**config.mk**
```make
export PLATFORM = sky130hd
export DESIGN_NAME = i2cUnstick
export DESIGN_NICKNAME = d
export VERILOG_FILES = /design/src/rtl/unstickPkg.sv /design/src/rtl/unstickTimer.sv /design/src/rtl/unstickCtrl.sv /design/src/rtl/i2cUnstick.sv
export SDC_FILE = /design/constraint.sdc
export NUM_CORES = 1
export LEC_CHECK = 0
export BUFFER_PORTS_ARGS = -buffer_cell sky130_fd_sc_hd__buf_2
export CAP_MARGIN = 0
export CORE_ASPECT_RATIO = 2
export CORE_UTILIZATION = 45
export CTS_CLUSTER_SIZE = 28
export DETAILED_ROUTE_END_ITERATION = 8
export PLACE_DENSITY_LB_ADDON = 0.05
export SETUP_SLACK_MARGIN = 0.15
export SLEW_MARGIN = 20
export SYNTH_ARGS = -nofsm -noshare
export SYNTH_HDL_FRONTEND = slang
export SYNTH_HIERARCHICAL = 1
export SYNTH_SLANG_ARGS = --single-unit
```
**constraint.sdc**
```tcl
create_clock -name clk -period 4.29 [get_ports clk]
set_clock_uncertainty 0.1 [all_clocks]
set_input_delay 0.858 -clock clk [delete_from_list [all_inputs] [get_ports clk]]
set_output_delay 0.858 -clock clk [all_outputs]
set_load 0.02 [all_outputs]
```
**src/rtl/unstickPkg.sv**
```systemverilog
package unstickPkg;

  typedef enum logic [2:0] {
    PH_IDLE,
    PH_WATCH,
    PH_LOW,
    PH_HIGH,
    PH_DONE
  } phase_t;

  // strobes from control to datapath
  typedef struct packed {
    logic reload;       // restart the half-period timer
    logic clearCounts;  // zero window and pulse counters
    logic bumpWatch;    // one more stuck half-period observed
    logic bumpPulse;    // one more pulse completed
  } strobe_t;

endpackage

```
**src/rtl/unstickTimer.sv**
```systemverilog
module unstickTimer
  import unstickPkg::*;
#(
  parameter int CNT_W       = 16,
  parameter int LOCK_HALVES = 10,
  parameter int MAX_PULSES  = 10
) (
  input  logic             clk,
  input  logic             rstN,
  input  logic [CNT_W-1:0] halfPeriod,
  input  strobe_t          strobe,
  output logic             tick,
  output logic             watchLast,
  output logic             pulseLast
);

  localparam int WATCH_W = $clog2(LOCK_HALVES + 1);
  localparam int PULSE_W = $clog2(MAX_PULSES + 1);
  localparam logic [WATCH_W-1:0] WATCH_END = WATCH_W'(LOCK_HALVES - 1);
  localparam logic [PULSE_W-1:0] PULSE_END = PULSE_W'(MAX_PULSES - 1);

  logic [CNT_W-1:0]   halfCnt;
  logic [CNT_W-1:0]   loadVal;
  logic [WATCH_W-1:0] watchCnt;
  logic [PULSE_W-1:0] pulseCnt;

  // a zero request behaves as a one-cycle half-period
  assign loadVal = (halfPeriod == '0) ? '0 : halfPeriod - 1'b1;
  assign tick    = (halfCnt == '0);

  // free-running half-period timer, auto-reloading on each tick
  always_ff @(posedge clk or negedge rstN) begin
    if (!rstN)              halfCnt <= '0;
    else if (strobe.reload) halfCnt <= loadVal;
    else if (tick)          halfCnt <= loadVal;
    else                    halfCnt <= halfCnt - 1'b1;
  end

  always_ff @(posedge clk or negedge rstN) begin
    if (!rstN)                   watchCnt <= '0;
    else if (strobe.clearCounts) watchCnt <= '0;
    else if (strobe.bumpWatch)   watchCnt <= watchCnt + 1'b1;
  end

  always_ff @(posedge clk or negedge rstN) begin
    if (!rstN)                   pulseCnt <= '0;
    else if (strobe.clearCounts) pulseCnt <= '0;
    else if (strobe.bumpPulse)   pulseCnt <= pulseCnt + 1'b1;
  end

  assign watchLast = (watchCnt == WATCH_END);
  assign pulseLast = (pulseCnt == PULSE_END);

  // the observation count never runs past the window
  a_r3_window_bound: assert property (@(posedge clk) disable iff (!rstN)
    watchCnt < WATCH_W'(LOCK_HALVES));

  // the pulse count never runs past the pulse limit
  a_r6_pulse_bound: assert property (@(posedge clk) disable iff (!rstN)
    pulseCnt < PULSE_W'(MAX_PULSES));

endmodule

```
**src/rtl/unstickCtrl.sv**
```systemverilog
module unstickCtrl
  import unstickPkg::*;
(
  input  logic    clk,
  input  logic    rstN,
  input  logic    start,
  input  logic    sclIn,
  input  logic    sdaIn,
  input  logic    tick,
  input  logic    watchLast,
  input  logic    pulseLast,
  output strobe_t strobe,
  output logic    sclPullLow,
  output logic    done,
  output logic    lockSeen,
  output logic    stuckAfter
);

  phase_t phase, phaseNext;
  logic   setLock, clrStatus, latchStuck;

  always_comb begin
    phaseNext  = phase;
    strobe     = '0;
    setLock    = 1'b0;
    clrStatus  = 1'b0;
    latchStuck = 1'b0;
    unique case (phase)
      PH_IDLE: begin
        if (start) begin
          strobe.reload      = 1'b1;
          strobe.clearCounts = 1'b1;
          clrStatus          = 1'b1;
          phaseNext          = PH_WATCH;
        end
      end
      PH_WATCH: begin
        if (sdaIn || !sclIn) begin
          phaseNext = PH_DONE;       // normal traffic, not a lock
        end else if (tick) begin
          if (watchLast) begin
            setLock   = 1'b1;
            phaseNext = PH_LOW;
          end else begin
            strobe.bumpWatch = 1'b1;
          end
        end
      end
      PH_LOW: begin
        if (tick) phaseNext = PH_HIGH;
      end
      PH_HIGH: begin
        if (tick) begin
          if (sdaIn || pulseLast) begin
            latchStuck = 1'b1;
            phaseNext  = PH_DONE;
          end else begin
            strobe.bumpPulse = 1'b1;
            phaseNext        = PH_LOW;
          end
        end
      end
      PH_DONE: phaseNext = PH_IDLE;
      default: phaseNext = PH_IDLE;
    endcase
  end

  always_ff @(posedge clk or negedge rstN) begin
    if (!rstN) phase <= PH_IDLE;
    else       phase <= phaseNext;
  end

  always_ff @(posedge clk or negedge rstN) begin
    if (!rstN) begin
      lockSeen   <= 1'b0;
      stuckAfter <= 1'b0;
    end else begin
      if (clrStatus) begin
        lockSeen   <= 1'b0;
        stuckAfter <= 1'b0;
      end
      if (setLock)    lockSeen   <= 1'b1;
      if (latchStuck) stuckAfter <= !sdaIn;
    end
  end

  assign sclPullLow = (phase == PH_LOW);
  assign done       = (phase == PH_DONE);

  // completion is signalled for a single cycle
  a_r2_done_single: assert property (@(posedge clk) disable iff (!rstN)
    done |=> !done);

  // the clock line is released whenever a run completes
  a_r7_release_on_done: assert property (@(posedge clk) disable iff (!rstN)
    done |-> !sclPullLow);

  // a pull-low half only ends on a timer tick
  a_r4_low_holds: assert property (@(posedge clk) disable iff (!rstN)
    (sclPullLow && !tick) |=> sclPullLow);

  // the lock flag appears together with the first pull-low
  a_r3_lock_with_pull: assert property (@(posedge clk) disable iff (!rstN)
    $rose(lockSeen) |-> sclPullLow);

  // a stuck report is only possible after a lock
  a_r6_stuck_needs_lock: assert property (@(posedge clk) disable iff (!rstN)
    stuckAfter |-> lockSeen);

endmodule

```
**src/rtl/i2cUnstick.sv**
```systemverilog
module i2cUnstick
  import unstickPkg::*;
#(
  parameter int CNT_W       = 16,
  parameter int LOCK_HALVES = 10,
  parameter int MAX_PULSES  = 10
) (
  input  logic             clk,
  input  logic             rstN,
  input  logic             start,
  input  logic             sclIn,
  input  logic             sdaIn,
  input  logic [CNT_W-1:0] halfPeriod,
  output logic             sclPullLow,
  output logic             done,
  output logic             lockSeen,
  output logic             stuckAfter
);

  strobe_t strobe;
  logic    tick, watchLast, pulseLast;

  unstickTimer #(
    .CNT_W      (CNT_W),
    .LOCK_HALVES(LOCK_HALVES),
    .MAX_PULSES (MAX_PULSES)
  ) u_timer (
    .clk       (clk),
    .rstN      (rstN),
    .halfPeriod(halfPeriod),
    .strobe    (strobe),
    .tick      (tick),
    .watchLast (watchLast),
    .pulseLast (pulseLast)
  );

  unstickCtrl u_ctrl (
    .clk       (clk),
    .rstN      (rstN),
    .start     (start),
    .sclIn     (sclIn),
    .sdaIn     (sdaIn),
    .tick      (tick),
    .watchLast (watchLast),
    .pulseLast (pulseLast),
    .strobe    (strobe),
    .sclPullLow(sclPullLow),
    .done      (done),
    .lockSeen  (lockSeen),
    .stuckAfter(stuckAfter)
  );

endmodule

```
# Yosys cells after proc, flatten, opt, wreduce, memory -nomap -nowiden
# Index checks and enable logic that the tools add are counted.
# op_classes
addsub	4
n_mul	0
div_mod_pow	0
n_lt_le_gt_ge	0
eq_ne	11
shifts	0
mux	36
n_bitwise	0
n_reduce_logical	12
# op_table
op	count
$mux W16	3
$logic_not A16 Y1	2
$sub A16 B1 Y16 const B	2
$mux W3	7
$mux W1	19
$mux W4	4
$pmux W3 S4	1
$add A4 B1 Y4 const B	2
$eq A4 B4 Y1 const B	2
$reduce_bool A2 Y1	4
$eq A3 B2 Y1 const B	2
$reduce_and A5 Y1	1
$mux W2	2
$ne A2 B2 Y1 const B	2
$eq A3 B1 Y1 const B	1
$eq A3 B3 Y1 const B	1
$logic_not A3 Y1	1
$ne A3 B1 Y1 const B	1
$ne A3 B2 Y1 const B	1
$logic_not A1 Y1	2
$logic_or A1 B1 Y1	2
$ne A2 B1 Y1 const B	1
# totals
register_bits	29
latchBits	0
mem_bits_rw	0
mem_bits_ro	0
out_inout_bits	4
elab_cells	69
n_memories	0

# Depth between registers and ports, before layout
# depth
word_depth	7
mapped_depth	10
mapped_depth_nobuf	9

# By module
# Netlist, hierarchy kept.
# modules_own_cells
mod	instances	cells_per_inst	area_per_inst_um2
unstickTimer	1	164	1521.5
unstickCtrl	1	39	354.1

# Least setup slack after synthesis
# No wires, ideal clock.
# synth_path
kind	input to register
start	input halfPeriod[0]
end	register u_timer.halfCnt[0]
arrival_ps	2405
slack_ps	1643
stages	7
path_buffers	1
cell_sequence	inv_1 -> ha_1 -> nor3b_1 -> nand4_1 -> o21ai_0 -> clkbuf_1 -> o22ai_1
# synth_between
elab_chain_cells	4
elab_cells_between_ends	5
classes_between	add/sub (1); mux (3); reduce/logical (1)
# synth_lines
item	line	text
start, declared	i2cUnstick.sv:13	input logic [CNT_W-1:0] halfPeriod,
$sub A16 B1 Y16 or $logic_not A16 Y1 (tied branches)	unstickTimer.sv:28	assign loadVal = (halfPeriod == '0) ? '0 : halfPeriod - 1'b1;
$mux W16 (*)	unstickTimer.sv:28	
$mux W16	unstickTimer.sv:35	else if (tick) halfCnt <= loadVal;
$mux W16 (*)	unstickTimer.sv:34	else if (strobe.reload) halfCnt <= loadVal;
end signal, assigned	unstickTimer.sv:34	
end signal, assigned	unstickTimer.sv:35	
end signal, assigned	unstickTimer.sv:36	else halfCnt <= halfCnt - 1'b1;
end, declared	unstickTimer.sv:22	logic [CNT_W-1:0] halfCnt;
# Mark *: on every way between the ends. The rest lies on a longest branch, timed or not.
# A chain may end at the register's enable or synchronous reset.

==> run_results.csv <==
group,metric,value,unit
cts,cts_hold_buf,0,
worst_setup_path,crit_family,"simple AND/OR/NAND/NOR gates",
logic_synthesis,synthTopCellsByArea,"dfrtp_1 (39%), xnor2_1 (7.0%), xor2_1 (6.5%)",
detailed_routing,vias,1555,
detailed_routing,drt_iter0_drc,25,
placement,dpl_worst_slack,1.45,ns
timing,fin_crit_sh,0.630,
status,run_status,"completed",
finish,diodes,0,
min_path,min_path_cells,2,
global_route,met3_usage,0.0405,
timing,rsz0062_at_grt,"false",
worst_setup_path,cp_max_fo,5,
run,cap_violations,0,
worst_setup_path,crit_path_cell_trace,"nor4_1 > nand3b_1 > nor3_1 > and3_2 > and3_1 > nand4_1 > xor2_1 > nor2_1",
global_route,grt_pass1_vias,1574,
worst_setup_path,arrival,2.75,ns
power_and_ir_drop,ir_drop,0.000269,V
min_path,min_from,"u_ctrl/lockSeen",
logic_synthesis,synth_fp_nets,231,
worst_setup_path,reg2reg_slack,1.59,ns
cts,cts_tree,"done",
global_route,antenna_found_initial,0,
cts,path_clk_slew,0.06,ns
worst_setup_path,path_buf_inv,0,
global_route,grt_util_met2,0.381,
global_route,grtUsageMet1,0.212,
power_and_ir_drop,leakage,0.896,nW
power_and_ir_drop,power_frac_seq,0.425,
logic_synthesis,synth-edff-count,0,
worst_setup_path,rr_worst_depth,8,
timing,totalNegativeSetupSlack,0,ns
worst_setup_path,critPathKind,"register to register",
global_route,grt_max_degree,30,
worst_setup_path,cp-end-kind,"register",
timing,hold_viol,0,
power_and_ir_drop,pwr-share-comb,0.385,
finish,final_util,0.540,
detailed_routing,drc,0,
timing,setup_ws,1.59,ns
logic_synthesis,yosys_warnings,6,
timing,relSlewSlack,0.560,
cts,post_cts_buffers,0,
global_route,grt_pass1_wl,6.67,mm
timing,finalSetupViolations,0,
power_and_ir_drop,switching_share,0.385,
timing,whs,0.395,ns
logic_synthesis,synth_cell_types,43,
cts,cts_sinks,29,
finish,nNetsFinal,257,
detailed_routing,viasPerCell,5.53,
placement,dpl.hpwl,3.11,mm
min_path,min_to,"u_ctrl/lockSeen",
floorplanning,coreArea,0.00392,mm^2
logic_synthesis,ys_seq_elements,29,
floorplanning,num_rows,32,
logic_synthesis,synth_top_area_cell,"dfrtp_1",
cts,cts_buffers,5,
power_and_ir_drop,clkPwrFrac,0.190,
logic_synthesis,synth_area,0.00188,mm^2
placement,portBuffers,24,
floorplanning,start_util,0.478,
logic_synthesis,ys_seq_area_frac,0.387,
worst_setup_path,setup.worst_path.start_class,"register",
detailed_routing,finalWirelength,3.99,mm
timing,tightest_slew,0.654,ns
power_and_ir_drop,internal-power,0.685,mW
cts,cts_max_level,2,
floorplanning,die_w,47.7,um
detailed_routing,ant_nets,0,
cts,clock-root-buffer,"clkbuf_8",
power_and_ir_drop,finalPower,1.11,mW
floorplanning,num_io_pins,25,
cts,clock_path_buffers,2,
detailed_routing,dr.pass1.iters,4,
floorplanning,chipHeight,93.3,um
logic_synthesis,syn_inst,203,
detailed_routing,wl_per_cell,14.2,um
timing,clock.fmax,0.370,GHz
worst_setup_path,timing.rr.start,"u_timer/halfCnt[2]",
timing,min_period,2.70,ns
timing,slew_viol_final,0,
worst_setup_path,slowest_delay,0.62,ns
global_route,grt.busiest_layer,"met2",
min_path,hold_path_class,"register to register",
finish,syn_to_final_growth,12.9,%
logic_synthesis,ys_async_sr_fraction,1.00,
logic_synthesis,ys.flop_type,"dfrtp_1",
logic_synthesis,netlist.area_leader.share,0.387,
floorplanning,fp.dieArea,0.00445,mm^2
cts,clock_latency,0.28,ns
logic_synthesis,syn_area_per_cell,9.24,um^2
power_and_ir_drop,p_per_area,525,mW/mm^2
finish,drive_above_1_share,0.204,
worst_setup_path,cp_slowest_cell,"nor4_1",
worst_setup_path,r2r_end,"u_timer/pulseCnt[3]",
finish,nFillCells,413,
global_route,grtUsageTotal,0.213,
cts,cts-resized-gates,0,
worst_setup_path,required,4.34,ns
power_and_ir_drop,p_sw,0.428,mW
placement,gp_congestion,0.762,
global_route,grt_overflow,0,
metrics by stage:
stage,std cells,cell area (um^2)
floorplan,203,1880
global placement,273,2040
detailed placement,273,2040
CTS,281,2120
global route,281,2120
finish,281,2120
worst max-delay path by stage:
stage | to | startpoint | slack [ns] | cells after the start
4_1_cts | u_timer/pulseCnt[3] | u_timer/halfCnt[2] | 1.57 | 8
6_report | u_timer/pulseCnt[3] | u_timer/halfCnt[2] | 1.59 | 8
2_1_floorplan | u_timer/halfCnt[0] | halfPeriod[0] | 1.64 | 7
5_1_grt | u_timer/watchCnt[3] | u_timer/halfCnt[2] | 1.38 | 8
3_3_place_gp | u_timer/halfCnt[14] | halfPeriod[0] | 1.54 | 7
3_5_place_dp | u_timer/halfCnt[14] | halfPeriod[0] | 1.45 | 7
synth_stat cells (2+ instances only):
master / number
a211oi_1: 2
clkbuf_1: 2
o22ai_1: 10
nor4_1: 5
nor3_1: 11
xnor2_1: 15
nor3b_1: 3
a22oi_1: 2
nand3_1: 6
mux2_4: 2
or4_4: 2
o31ai_1: 3
o21ai_0: 8
a31oi_1: 3
buf_4: 2
buf_2: 2
nor2_1: 22
nand2_1: 13
inv_1: 12
a21o_2: 2
ha_1: 7
dfrtp_1: 29
nand4_1: 3
xor2_1: 14
or4_1: 4
or3_1: 2
power by group through the flow:
| stage | logic (mW) | registers, mW | clock network (mW) |
|---|---|---|---|
| floorplan | 0.353 | 0.444 | 0 |
| global placement | 0.418 | 0.467 | 0 |
| detailed placement | 0.428 | 0.474 | 0 |
| CTS | 0.433 | 0.470 | 0.222 |
| global route | 0.482 | 0.487 | 0.234 |
| finish | 0.428 | 0.473 | 0.212 |
flip-flops by register name (all words and copies together) (netlist names):
register,count
u_timer/pulseCnt,4
u_ctrl/phase,3
u_timer/halfCnt,16
u_ctrl/stuckAfter,1
u_timer/watchCnt,4
u_ctrl/lockSeen,1
per-layer routing:
layer,part of all wire,up-vias
met4,0.028,0
met5,0,-
met2,0.58,39
met1,0.36,739
li1,-,768
met3,0.032,9
cells by family (layout without fill, tap and decap cells):
| kind of cell | after synthesis | count (layout) | synth area share |
|---|---|---|---|
| simple gates | 81 | 81 | 0.235 |
| buf+inv | 19 | 46 | 0.0474 |
| xor+xnor | 29 | 29 | 0.135 |
| compound gates | 35 | 35 | 0.127 |
| mux | 3 | 3 | 0.0213 |
| flops | 29 | 29 | 0.387 |
| fa+ha+maj | 7 | 7 | 0.0467 |
cells in the final DEF (no fill, tap or decap), types with 2 or more instances in the layout:
| cell type | count |
|---|---|
| nor3b_1 | 3 |
| xnor2_1 | 15 |
| a21o_2 | 2 |
| nand3_1 | 6 |
| ha_1 | 7 |
| mux2_4 | 2 |
| nor3_1 | 11 |
| or4_1 | 4 |
| or3_1 | 2 |
| o31ai_1 | 2 |
| nand2_1 | 13 |
| o31ai_2 | 2 |
| a211oi_1 | 2 |
| a22oi_1 | 2 |
| nand4_1 | 3 |
| o21ai_0 | 8 |
| clkbuf_8 | 5 |
| buf_4 | 2 |
| nor2_1 | 22 |
| a31oi_1 | 3 |
| nor4_1 | 5 |
| or4_4 | 2 |
| o22ai_1 | 10 |
| xor2_1 | 14 |
| clkinv_2 | 2 |
| inv_1 | 12 |
| dfrtp_1 | 29 |
| buf_2 | 24 |
tightest hold or removal path: cells and delay by family (launching register included):
| kind | cells | cell delay [ns] |
|---|---|---|
| and+or+nand+nor | 1 | 0.05 |
| AOI/OAI and AO/OA | 1 | 0.06 |
| DFF | 1 | 0.35 |
final cells by class:
cell class,instances,area (um^2),share of cell area
Clock buffer,6,72.6,0.0343
Multi-Input combinational cell,155,1070,0.503
Sequential cell,29,726,0.343
Timing Repair Buffer,26,135,0.0638
Tap cell,51,63.8,0.0301
Clock inverter,2,10.0,0.00473
Inverter,12,45.0,0.0213
Power figures use the tool's default switching activity.
